===== src/rtl/rxfc_pkg.sv =====
package rxfc_pkg;

    typedef enum logic [2:0] {
        FC_WAIT_LOW = 3'd0,
        FC_ARMED    = 3'd1,
        FC_XOFF_REQ = 3'd2,
        FC_PAUSED   = 3'd3,
        FC_XON_REQ  = 3'd4,
        FC_BACKOFF  = 3'd5
    } fc_state_e;

endpackage


===== src/rtl/rxfc_level_cmp.sv =====
module rxfc_level_cmp #(
    parameter int LEVEL_W    = 16,
    parameter int MARK_W     = 8,
    parameter int UNIT_SHIFT = 6
) (
    input  logic [LEVEL_W-1:0] fifo_level,
    input  logic [MARK_W-1:0]  hi_mark,
    input  logic [MARK_W-1:0]  lo_mark,
    output logic               above_hi,
    output logic               below_lo,
    output logic               at_or_below_lo
);
    localparam int THR_W = MARK_W + UNIT_SHIFT;
    localparam int CMP_W = ((LEVEL_W > THR_W) ? LEVEL_W : THR_W) + 1;

    logic [CMP_W-1:0] lvl_x;
    logic [CMP_W-1:0] hi_x;
    logic [CMP_W-1:0] lo_x;

    generate
        if (UNIT_SHIFT == 0) begin : g_bytes
            assign hi_x = CMP_W'(hi_mark);
            assign lo_x = CMP_W'(lo_mark);
        end else begin : g_units
            assign hi_x = CMP_W'({hi_mark, {UNIT_SHIFT{1'b0}}});
            assign lo_x = CMP_W'({lo_mark, {UNIT_SHIFT{1'b0}}});
        end
    endgenerate

    assign lvl_x          = CMP_W'(fifo_level);
    assign above_hi       = (lvl_x > hi_x);
    assign below_lo       = (lvl_x < lo_x);
    assign at_or_below_lo = (lvl_x <= lo_x);

endmodule


===== src/rtl/rxfc_fsm.sv =====
module rxfc_fsm
    import rxfc_pkg::*;
#(
    parameter int QUANTA_W = 16
) (
    input  logic                clk,
    input  logic                rst_n,
    input  logic                above_hi,
    input  logic                below_lo,
    input  logic                at_or_below_lo,
    input  logic                trig_en,
    input  logic                full_duplex,
    input  logic                pause_ack,
    input  logic [QUANTA_W-1:0] pause_time,
    output logic                pause_req,
    output logic [QUANTA_W-1:0] pause_quanta,
    output logic                bp_start
);
    fc_state_e            state;
    fc_state_e            nxt;
    logic                 above_hi_q;
    logic [QUANTA_W-1:0]  quanta_q;
    logic                 trigger;

    assign trigger = above_hi && trig_en;

    // next-state logic
    always_comb begin
        nxt = state;
        unique case (state)
            FC_WAIT_LOW: if (below_lo)       nxt = FC_ARMED;
            FC_ARMED:    if (trigger)        nxt = full_duplex ? FC_XOFF_REQ : FC_BACKOFF;
            FC_XOFF_REQ: if (pause_ack)      nxt = FC_PAUSED;
            FC_PAUSED:   if (at_or_below_lo) nxt = FC_XON_REQ;
            FC_XON_REQ:  if (pause_ack)      nxt = FC_WAIT_LOW;
            FC_BACKOFF:  if (at_or_below_lo) nxt = FC_WAIT_LOW;
            default:                         nxt = FC_WAIT_LOW;
        endcase
    end

    // state register
    always_ff @(posedge clk) begin
        if (!rst_n) begin
            state <= FC_WAIT_LOW;
        end else begin
            state <= nxt;
        end
    end

    // edge memory and captured pause time
    always_ff @(posedge clk) begin
        if (!rst_n) begin
            above_hi_q <= 1'b0;
            quanta_q   <= '0;
        end else begin
            above_hi_q <= above_hi;
            if (state == FC_ARMED && trigger && full_duplex) begin
                quanta_q <= pause_time;
            end
        end
    end

    // outputs
    always_comb begin
        pause_req    = 1'b0;
        pause_quanta = '0;
        bp_start     = 1'b0;
        unique case (state)
            FC_XOFF_REQ: begin
                pause_req    = 1'b1;
                pause_quanta = quanta_q;
            end
            FC_XON_REQ: begin
                pause_req    = 1'b1;
            end
            FC_ARMED: begin
                bp_start = trigger && !full_duplex;
            end
            FC_BACKOFF: begin
                bp_start = trigger && !above_hi_q;
            end
            default: ;
        endcase
    end

endmodule


===== src/rtl/rxfc_bp_timer.sv =====
module rxfc_bp_timer #(
    parameter int CODE_W     = 4,
    parameter int US_CYCLES  = 100,
    parameter int BP_STEP_US = 10
) (
    input  logic              clk,
    input  logic              rst_n,
    input  logic              start,
    input  logic [CODE_W-1:0] bp_code,
    output logic              active
);
    localparam int US_MAX = (1 << CODE_W) * BP_STEP_US;
    localparam int US_W   = $clog2(US_MAX + 1);

    logic [US_W-1:0] us_left;
    logic [US_W-1:0] us_load;
    logic            us_tick;

    assign us_load = US_W'((32'(bp_code) + 32'd1) * 32'(BP_STEP_US));

    generate
        if (US_CYCLES <= 1) begin : g_no_pre
            assign us_tick = active;
        end else begin : g_pre
            localparam int PRE_W = $clog2(US_CYCLES);
            localparam logic [PRE_W-1:0] PRE_LAST = PRE_W'(US_CYCLES - 1);
            logic [PRE_W-1:0] pre;
            always_ff @(posedge clk) begin
                if (!rst_n) begin
                    pre <= '0;
                end else if (start) begin
                    pre <= PRE_LAST;
                end else if (active) begin
                    pre <= (pre == '0) ? PRE_LAST : pre - 1'b1;
                end
            end
            assign us_tick = active && (pre == '0);
        end
    endgenerate

    always_ff @(posedge clk) begin
        if (!rst_n) begin
            active  <= 1'b0;
            us_left <= '0;
        end else if (start) begin
            active  <= 1'b1;
            us_left <= us_load;
        end else if (us_tick) begin
            if (us_left == US_W'(1)) begin
                active <= 1'b0;
            end
            us_left <= us_left - 1'b1;
        end
    end

endmodule


===== src/rtl/rx_pause_flowctl.sv =====
module rx_pause_flowctl #(
    parameter int LEVEL_W    = 16,
    parameter int MARK_W     = 8,
    parameter int UNIT_SHIFT = 6,
    parameter int QUANTA_W   = 16,
    parameter int CODE_W     = 4,
    parameter int US_CYCLES  = 100,
    parameter int BP_STEP_US = 10
) (
    input  logic                clk,
    input  logic                rst_n,
    input  logic [LEVEL_W-1:0]  fifo_level,
    input  logic [MARK_W-1:0]   hi_mark,
    input  logic [MARK_W-1:0]   lo_mark,
    input  logic                trig_en,
    input  logic [CODE_W-1:0]   bp_code,
    input  logic [QUANTA_W-1:0] pause_time,
    input  logic                full_duplex,
    input  logic                pause_ack,
    output logic                pause_req,
    output logic [QUANTA_W-1:0] pause_quanta,
    output logic                bp_assert
);
    logic above_hi;
    logic below_lo;
    logic at_or_below_lo;
    logic bp_start;

    rxfc_level_cmp #(
        .LEVEL_W   (LEVEL_W),
        .MARK_W    (MARK_W),
        .UNIT_SHIFT(UNIT_SHIFT)
    ) u_cmp (
        .fifo_level    (fifo_level),
        .hi_mark       (hi_mark),
        .lo_mark       (lo_mark),
        .above_hi      (above_hi),
        .below_lo      (below_lo),
        .at_or_below_lo(at_or_below_lo)
    );

    rxfc_fsm #(
        .QUANTA_W(QUANTA_W)
    ) u_fsm (
        .clk           (clk),
        .rst_n         (rst_n),
        .above_hi      (above_hi),
        .below_lo      (below_lo),
        .at_or_below_lo(at_or_below_lo),
        .trig_en       (trig_en),
        .full_duplex   (full_duplex),
        .pause_ack     (pause_ack),
        .pause_time    (pause_time),
        .pause_req     (pause_req),
        .pause_quanta  (pause_quanta),
        .bp_start      (bp_start)
    );

    rxfc_bp_timer #(
        .CODE_W    (CODE_W),
        .US_CYCLES (US_CYCLES),
        .BP_STEP_US(BP_STEP_US)
    ) u_bp (
        .clk    (clk),
        .rst_n  (rst_n),
        .start  (bp_start),
        .bp_code(bp_code),
        .active (bp_assert)
    );

endmodule


===== config.mk =====
export PLATFORM = sky130hd
export DESIGN_NAME = rx_pause_flowctl
export DESIGN_NICKNAME = d
export VERILOG_FILES = /design/src/rtl/rxfc_pkg.sv /design/src/rtl/rxfc_level_cmp.sv /design/src/rtl/rxfc_fsm.sv /design/src/rtl/rxfc_bp_timer.sv /design/src/rtl/rx_pause_flowctl.sv
export SDC_FILE = /design/constraint.sdc
export NUM_CORES = 1
export LEC_CHECK = 0
export BUFFER_PORTS_ARGS = -buffer_cell sky130_fd_sc_hd__buf_2
export CAP_MARGIN = 20
export CORE_UTILIZATION = 57
export DETAILED_ROUTE_END_ITERATION = 8
export PLACE_DENSITY_LB_ADDON = 0.1
export SLEW_MARGIN = 5
export SYNTH_ARGS = -nofsm -noshare
export SYNTH_HDL_FRONTEND = slang
export SYNTH_HIERARCHICAL = 1
export SYNTH_SLANG_ARGS = --single-unit

===== constraint.sdc =====
create_clock -name clk -period 6.1 [get_ports clk]
set_input_delay 0.305 -clock clk [delete_from_list [all_inputs] [get_ports clk]]
set_output_delay 0.305 -clock clk [all_outputs]
set_load 0.01 [all_outputs]

==> results_dict.tcl, run 1 <==
set metrics [dict create \
    worst_skew_pair.late_latency_ns 0.28 \
    cp_peak_stage_delay_ns 0.52 \
    numCtsBuffers 5 \
    criticalPathCategory "in -> reg" \
    finalSetupViolCount 0 \
    synth_top_area_share 0.2759 \
    yosys.area.top_type "dfxtp_1" \
    maxSlewViolCount 0 \
    synth-seq-cells 36 \
    place_hpwl_um 4157 \
    p_leak_uw 0.001414 \
    cts-resized-gates 0 \
    synthesis.area_mm2 0.002613 \
    synth.lib_cells_used.distinct 60 \
    hold_path.class "in -> reg" \
    design.core.area_mm2 0.004384 \
    detail_route.iter0.violations 148 \
    weighted_congestion_reported_at_the_end_of_routability_driven_placement 0.8248 \
    start_kind "primary input" \
    sequential_to_total_area_share_from_yosys_stat 0.2759 \
    syn_nets 401 \
    clock_tree_from_tritoncts "built" \
    timing.critical_path.to "u_bp/g_pre.pre[5]" \
    grt_setup_unrepaired "no" \
    yosys-top-cells-area "dfxtp_1, ha_1, o21ai_0" \
    layout_worst_path_cycle_share 0.4924 \
    timing.critical_path.arrival_ns 3.23 \
    first_global_vias 2273 \
    layout-area-overhead-vs-synth_pct 17.34 \
    crit_path_start "fifo_level[11]" \
    drt.antenna.violating_nets 0 \
    final.setup.tns_ns 0 \
    reg2regPathDepth 8 \
    routed_wl_um 5517 \
    cp.depth 14 \
    ratio_of_cells_with_drive_above_1_in_the_final_layout 0.2364 \
    dieHeight_um 69.70 \
    worstSetupEndpointType "register" \
    tightest_slew_ns 0.6027 \
    number_of_top_level_pins 75 \
    powerDensity_mw_per_mm2 209.4 \
    detailroute.via_count 2406 \
    max_cap_violations 0 \
    clkSinkCount 36 \
    required_ns 6.33 \
    crit_fanout 17 \
    regToRegEndpoint "u_bp/g_pre.pre[5]" \
    cp_slowest_cell "nand4b_1" \
    final.fill_count 380 \
    most_common_library_cell_in_the_layout_ignoring_fill_and_taps "buf_2" \
    grt_pass1_wl_um 9729 \
    chipWidth_um 69.70 \
    yosys_warnings 6 \
    synth_async_sr_flop_share 0 \
    start_util 0.5959 \
    io_buffer_count 74 \
    fp.dieArea_mm2 0.004858 \
    placementRows 24 \
    synthCells 319 \
    cts_post_setup_buffers_inserted 0 \
    synth_ff_type "dfxtp_1" \
    status "complete, no violations" \
    timing.max_slew.rel_slack 0.5979 \
    critPathBufInv 2 \
    cts-root-buf "clkbuf_8" \
    final_hold_viol_count 0 \
    ff2ff_setup_slack_ns 3.76 \
    htree_num_levels 2 \
    finalCoreUtilization 0.6992 \
    syn_area_per_cell_um2 8.190 \
    drt-wirelength-per-cell_um 12.62 \
    worst_ir_drop_vdd_uv 167.8 \
    post_cts_hold_buffer_count 0 \
    whs_ns 0.2751 \
    finish.net_count 466 \
    grtUsageTotal 0.2396 \
    synth_enable_flop_cells 0 \
    grt_total_ovfl 0 \
    r2r_start "u_fsm/state[0]" \
    drc_violations 0 \
    period_minus_slack_ns 3.003 \
    clock_tree.buffer_depth 2 \
    timing.fmax_ghz 0.3330 \
    critical_path.top_delay_family "compound AO/OA/AOI/OAI gates" \
    critical_path.cell_chain "buf_2 -> ha_1 -> nand4_1 -> o21bai_1 -> a31o_1 -> a22oi_1 -> nand4b_1 -> a211oi_1 -> buf_4 -> nor2_1 -> o31ai_1 -> a21oi_1 -> a31oi_1 -> o21a_1" \
    final_cell_mix "buf_2, dfxtp_1, o21ai_0" \
    initial_antenna_violation_count 0 \
    drt-vias-per-instance 5.506 \
    grt_start_max_net_pins 36 \
    n_antenna_cell 0 \
    clk_pin_slew_ns 0.08 \
    timing.clock.skew_ns 0.002960 \
    drt_pre_antenna_iters 4 \
]
## registers in the layout, indices dropped and copies added (netlist names)
| register | flops |
|---|---|
| u_fsm/quanta_q | 16 |
| u_fsm/above_hi_q | 1 |
| u_bp/active | 1 |
| u_bp/g_pre.pre | 7 |
| u_bp/us_left | 8 |
| u_fsm/state | 3 |
## where the power goes
group / switching (uW) / total, uW / internal (uW)
combinational: 96.7 / 183 / 86.4
sequential: 23.6 / 279 / 255
clock: 88.5 / 180 / 91.5
## per-layer routing
| metal | global-route usage | vias up | share of wire |
|---|---|---|---|
| met5 | 0 | - | 0 |
| met4 | 0.06444 | 0 | 0.012 |
| met3 | 0.04360 | 8 | 0.030 |
| met2 | 0.4326 | 47 | 0.50 |
| met1 | 0.2909 | 1093 | 0.46 |
| li1 | - | 1258 | - |
## cells by family after synthesis
kind of cell / after synthesis / synth area share
mux: 4 / 0.01580
fa+ha+maj: 25 / 0.1226
simple gates: 112 / 0.2510
compound gates: 82 / 0.2069
flops: 36 / 0.2759
buf+inv: 43 / 0.07087
xor+xnor: 17 / 0.05700
## area by class of cell
type,instances,area [um^2],area share
inverter,26,97.59,0.03184
multi-input combinational,240,1707,0.5567
sequential,36,720.7,0.2351
tap,52,65.06,0.02122
timing repair buffer,75,377.9,0.1233
clock inverter,2,15.01,0.004898
clock buffer,6,82.58,0.02694
## cells in the mapped netlist, drive strengths merged (10+ instances only)
library cell	n
a21boi	18
a21oi	13
and2	18
clkbuf	10
dfxtp	36
ha	24
inv	26
nand2	16
nand3	23
nor2	12
o21ai	27
## through the flow
stage / setup WS (ns) / total power [uW] / std cells / instance area (um^2)
floorplan: 3.440 / 416.7 / 319 / 2613
global placement: 2.871 / 462.1 / 429 / 2968
finish: 3.097 / 641.8 / 437 / 3065
CTS: 3.091 / 645.2 / 437 / 3065
global route: 2.765 / 683.7 / 437 / 3065
detailed placement: 2.816 / 465.4 / 429 / 2968
## worst min path at each step
stage | cells after the start | slack, ns | to | from
2_1_floorplan | 2 | 0.45 | u_fsm/quanta_q[10] | u_fsm/quanta_q[10]
3_3_place_gp | 2 | 0.46 | u_fsm/quanta_q[1] | u_fsm/quanta_q[1]
3_5_place_dp | 2 | 0.47 | u_fsm/quanta_q[2] | u_fsm/quanta_q[2]
4_1_cts | 3 | 0.27 | u_fsm/quanta_q[1] | pause_time[1]
5_1_grt | 3 | 0.27 | u_fsm/quanta_q[1] | pause_time[1]
6_report | 3 | 0.28 | u_fsm/quanta_q[10] | pause_time[10]
## tightest hold or removal path, stage by stage
cell      delay [ns]
buf_2           0.10
nand3_1         0.06
a21boi_1        0.05
No activity file was read; power rests on OpenSTA's default activity.
==> inputs of run 2 (changes only) <==
CORE_UTILIZATION = 53   (was 57)
clock period = 3.1 ns   (was 6.1 ns; I/O delays follow)
==> run 2 against run 1 <==
Against the previous run: non-clock buffer count is 1 higher; count of clock-buffer cells in the layout is 1 higher; worst hold slack worse by 0.15 ns; via count is 1.3% lower; combinational power is 98% higher; setup slack worse by 2.4 ns; flip-flop and latch count stayed put; sequential power is 97% higher.
==> results_dict.tcl, run 2 (synthesis results as in run 1) <==
set metrics [dict create \
    status "complete, no violations" \
    n_antenna_cell 0 \
    critPathBufInv 2 \
    max_reg_flops 16 \
    critical_path.top_delay_family "compound AO/OA/AOI/OAI gates" \
    drc_violations 0 \
    grt_setup_unrepaired "no" \
    layout-area-overhead-vs-synth_pct 19.44 \
    weighted_congestion_reported_at_the_end_of_routability_driven_placement 0.7720 \
    drt-vias-per-instance 5.241 \
    grt_pass1_wl_um 9591 \
    post_cts_hold_buffer_count 0 \
    largest_registers "u_fsm/quanta_q: 16 flops, u_bp/us_left: 8 flops, u_bp/g_pre.pre: 7 flops" \
    layout_worst_path_cycle_share 0.7620 \
    ratio_of_cells_with_drive_above_1_in_the_final_layout 0.2383 \
    clk_pin_slew_ns 0.07 \
    final.setup.tns_ns 0 \
    critical_path.cell_chain "buf_2 -> ha_1 -> nand4_1 -> o21bai_1 -> a31o_1 -> a22oi_1 -> nand4b_1 -> a211oi_1 -> buf_4 -> nor2_1 -> o31ai_1 -> a21oi_1 -> a31oi_1 -> o21a_1" \
    post-place-ws_ns 0.4334 \
    cp_peak_stage_delay_ns 0.30 \
    period_minus_slack_ns 2.362 \
    worstSetupEndpointType "register" \
    routed_wl_um 5597 \
    max_cap_violations 0 \
    finalCoreUtilization 0.6607 \
    start_kind "primary input" \
    grt_total_ovfl 0 \
    drt.antenna.violating_nets 0 \
    timing.fmax_ghz 0.4233 \
    cts-root-buf "clkbuf_8" \
    required_ns 3.33 \
    placed_cell_area_mm2 0.002994 \
    p_leak_uw 0.001439 \
    timing.max_slew.rel_slack 0.5864 \
    crit_fanout 12 \
    hold_path.class "in -> reg" \
    largest_register "u_fsm/quanta_q" \
    drt_pre_antenna_iters 4 \
    chipWidth_um 72.21 \
    grtUsageTotal 0.2300 \
    first_global_vias 2185 \
    worst_skew_pair.late_latency_ns 0.28 \
    clock_tree_from_tritoncts "built" \
    tightest_slew_ns 0.6204 \
    dieHeight_um 72.21 \
    numCtsBuffers 5 \
    fp.dieArea_mm2 0.005214 \
    criticalPathCategory "in -> reg" \
    final.fill_count 422 \
    placementRows 25 \
    place_hpwl_um 4123 \
    clkSinkCount 36 \
    finish.net_count 467 \
    min_setup_slack_post_route_ns 0.7377 \
    final_cell_mix "buf_2, dfxtp_1, o21ai_0" \
    maxSlewViolCount 0 \
    start_util 0.5531 \
    initial_antenna_violation_count 0 \
    io_buffer_count 74 \
    finalSetupViolCount 0 \
    detail_route.iter0.violations 113 \
    fin_total_pwr_uw 1361 \
    final_hold_viol_count 0 \
    final_cell_area_mm2 0.003120 \
    detailroute.via_count 2374 \
    number_of_top_level_pins 75 \
    clock_tree.buffer_depth 2 \
    timing.clock.skew_ns 0.006049 \
    most_common_library_cell_in_the_layout_ignoring_fill_and_taps "buf_2" \
    design.core.area_mm2 0.004723 \
    powerDensity_mw_per_mm2 436.1 \
    grt_start_max_net_pins 36 \
    worst_ir_drop_vdd_uv 358.4 \
    cp_slowest_cell "ha_1" \
    drt-wirelength-per-cell_um 12.36 \
    cts_post_setup_buffers_inserted 0 \
    htree_num_levels 2 \
    cts-resized-gates 0 \
    timing.critical_path.arrival_ns 2.59 \
]
-- run 2: cell types whose count changed in the layout (fill, tap and decap cells not counted), sizes merged --
cell	delta
buf	+1
bufinv	+1
clkbuf	+1
clkinvlp	-2
-- run 2: path summary, 6_finish.rpt --
| kind | from | cells past startpoint | slack, ns | to |
|---|---|---|---|---|
| worst max-delay path | fifo_level[9] | 14 | 0.74 | u_bp/g_pre.pre[5] |
| worst min-delay path | pause_time[15] | 3 | 0.13 | u_fsm/quanta_q[15] |
| worst max register to register | u_fsm/state[2] | 8 | 0.88 | u_bp/g_pre.pre[5] |
| worst min register to register | u_fsm/quanta_q[15] | 2 | 0.48 | u_fsm/quanta_q[15] |
-- run 2: area by class of cell --
| class | count | area, um^2 | area share |
|---|---|---|---|
| inverter | 26 | 97.59 | 0.03128 |
| multi-input combinational | 240 | 1707 | 0.5469 |
| timing repair buffer | 76 | 385.4 | 0.1235 |
| clock inverter | 1 | 30.03 | 0.009623 |
| clock buffer | 7 | 96.34 | 0.03087 |
| tap | 67 | 83.83 | 0.02686 |
| sequential | 36 | 720.7 | 0.2310 |
-- run 2: worst reg2reg max path: cells and delay by family, from the launching register on --
family | cells | cell delay [ns]
AO/OA/AOI/OAI | 5 | 0.94
buffers and inverters | 1 | 0.24
flip-flops | 1 | 0.48
AND/OR/NAND/NOR | 2 | 0.53
-- run 2: metal layers --
metal / vias to the layer above / share of wire / track usage / wire length (um)
met5: - / 0 / 0 / 0
met1: 1087 / 0.47 / 0.3106 / 2627
met3: 2 / 0.027 / 0.04167 / 153
met4: 0 / 0.0046 / 0.04575 / 26
met2: 36 / 0.50 / 0.3853 / 2789
li1: 1249 / - / - / -
-- run 2: power breakdown --
group | internal, uW | switching, uW
sequential | 502 | 46.3
combinational | 172 | 190
clock | 284 | 166
-- run 2: per-stage QoR --
step                std cells  hold WS (ns)
floorplan                 319        0.3016
global placement          445        0.4149
detailed placement        445        0.4246
CTS                       453        0.1232
global route              453        0.1217
finish                    453        0.1295
==> inputs of run 3 (changes only) <==
clock period = 2.4 ns   (was 3.1 ns; I/O delays follow)
==> run 3 against run 2 <==
Against the previous run: utilization increased by 0.26 points; routed wire length increased by 0.91%; flip-flop and latch count unchanged; highest routed layer unchanged; first-iteration DRC count down 35%; clock skew fell by 0.0022 ns; worst hold slack got worse by 0.047 ns; sequential share of layout area shrank 0.092 points; via count is 2.4% higher.
==> results_dict.tcl, run 3 (synthesis results as in run 1) <==
set metrics [dict create \
    cp_slowest_cell "and4b_1" \
    worst_ir_drop_vdd_uv 300.6 \
    status "complete, no violations" \
    finalCoreUtilization 0.6633 \
    drt.antenna.violating_nets 0 \
    placed_cell_area_mm2 0.003037 \
    clk_pin_slew_ns 0.07 \
    io_buffer_count 74 \
    routed.top_layer "met4" \
    reg2regPathDepth 7 \
    layout_worst_path_cycle_share 0.8644 \
    clock_tree.buffer_depth 2 \
    met3_wirelength_um 190 \
    finish.net_count 472 \
    met2_wirelength_um 2857 \
    largest_register "u_fsm/quanta_q" \
    first_global_vias 2259 \
    fp.dieArea_mm2 0.005214 \
    max_reg_flops 16 \
    critPathBufInv 2 \
    ff2ff_setup_slack_ns 0.70 \
    hold_path.class "in -> reg" \
    grt_total_ovfl 0 \
    htree_num_levels 2 \
    r2r_start "u_fsm/state[2]" \
    ratio_of_cells_with_drive_above_1_in_the_final_layout 0.2487 \
    required_ns 2.60 \
    most_common_library_cell_in_the_layout_ignoring_fill_and_taps "buf_2" \
    critical_path.cell_chain "buf_2 -> ha_1 -> nand4_1 -> o21bai_1 -> a31o_1 -> a22oi_1 -> buf_4 -> and4b_1 -> nand3_1 -> a21boi_0" \
    number_of_top_level_pins 75 \
    largest_registers "u_fsm/quanta_q: 16 flops, u_bp/us_left: 8 flops, u_bp/g_pre.pre: 7 flops" \
    drt_pre_antenna_iters 4 \
    cts-root-buf "clkbuf_8" \
    cts_post_setup_buffers_inserted 0 \
    period_minus_slack_ns 2.074 \
    crit_path_start "fifo_level[9]" \
    numCtsBuffers 5 \
    layout-area-overhead-vs-synth_pct 19.92 \
    crit_fanout 16 \
    place.detailed.instances 450 \
    drt-met1-wl_um 2532 \
    initial_antenna_violation_count 0 \
    finish.cell_count_without_fillers 457 \
    final.setup.tns_ns 0 \
    final.fill_count 427 \
    final_cell_area_mm2 0.003133 \
    hp-start "pause_time[10]" \
    cp_peak_stage_delay_ns 0.61 \
    timing.clock.skew_ns 0.003818 \
    critical_path.top_delay_family "simple AND/OR/NAND/NOR gates" \
    weighted_congestion_reported_at_the_end_of_routability_driven_placement 0.8045 \
    timing.critical_path.arrival_ns 2.28 \
    min_to "u_fsm/quanta_q[10]" \
    grt_pass1_wl_um 9591 \
    finalSetupViolCount 0 \
    fin_total_pwr_uw 1651 \
    n_antenna_cell 0 \
    p_leak_uw 0.001449 \
    grtUsageTotal 0.2313 \
    drc_violations 0 \
    place_hpwl_um 4218 \
    design.core.area_mm2 0.004723 \
    drt-vias-per-instance 5.317 \
    max_cap_violations 0 \
    clock_tree_from_tritoncts "built" \
    cts-resized-gates 0 \
    chipWidth_um 72.21 \
    placementRows 25 \
    final_cell_mix "buf_2, dfxtp_1, o21ai_0" \
    drt-wirelength-per-cell_um 12.36 \
    powerDensity_mw_per_mm2 526.9 \
    detailroute.via_count 2430 \
    start_kind "primary input" \
    post_cts_hold_buffer_count 0 \
    worst_skew_pair.late_latency_ns 0.28 \
    detail_route.iter0.violations 74 \
    tightest_slew_ns 0.6078 \
    regToRegEndpoint "u_bp/g_pre.pre[5]" \
    grt_start_max_net_pins 23 \
    timing.fmax_ghz 0.4820 \
    maxSlewViolCount 0 \
    timing.max_slew.rel_slack 0.5843 \
    start_util 0.5531 \
    hold_path_depth 3 \
    criticalPathCategory "in -> reg" \
    clkSinkCount 36 \
    dieHeight_um 72.21 \
    routed_wl_um 5648 \
    grt_setup_unrepaired "no" \
    worstSetupEndpointType "register" \
    final_hold_viol_count 0 \
]
run 3: worst max path at each step:
| stage | to | slack [ns] | depth (start not counted) |
|---|---|---|---|
| after floorplan | u_bp/g_pre.pre[5] | 0.02 | 14 |
| after global placement | u_fsm/state[1] | 0.11 | 8 |
| after detailed placement | u_fsm/quanta_q[12] | 0.02 | 10 |
| after CTS | u_fsm/quanta_q[12] | 0.32 | 10 |
| after global routing | u_fsm/quanta_q[14] | 0.04 | 11 |
| final | u_fsm/quanta_q[12] | 0.33 | 10 |
run 3: power breakdown:
part	internal (uW)	switching [uW]
logic	229	251
registers	649	58.5
clock network	256	207
run 3: worst min-delay path, delay by kind of cell:
| kind | cells | cell delay [ns] |
|---|---|---|
| buffers and inverters | 1 | 0.10 |
| AOI/OAI and AO/OA | 1 | 0.05 |
| and+or+nand+nor | 1 | 0.05 |
run 3: area by class of cell:
cell class	count	area [um^2]	area share
repair buffers	81	422.9	0.1350
clock buffers	7	96.34	0.03075
flip-flops and latches	36	720.7	0.2300
well taps	67	83.83	0.02676
multi-input cells	240	1712	0.5463
inverters	26	97.59	0.03115
run 3: per-layer routing:
layer | global-route usage | vias up
li1 | - | 1261
met1 | 0.2730 | 1119
met2 | 0.4268 | 42
met3 | 0.04028 | 8
met4 | 0.06536 | 0
met5 | 0 | -
run 3: through the flow:
step                      hold slack, ns  worst slack [ns]
after floorplan                   0.2666           0.01851
after global placement            0.3789            0.1111
after detailed placement          0.3831           0.02436
after CTS                        0.07654            0.3236
after global routing             0.09717           0.03682
final                            0.08274            0.3255
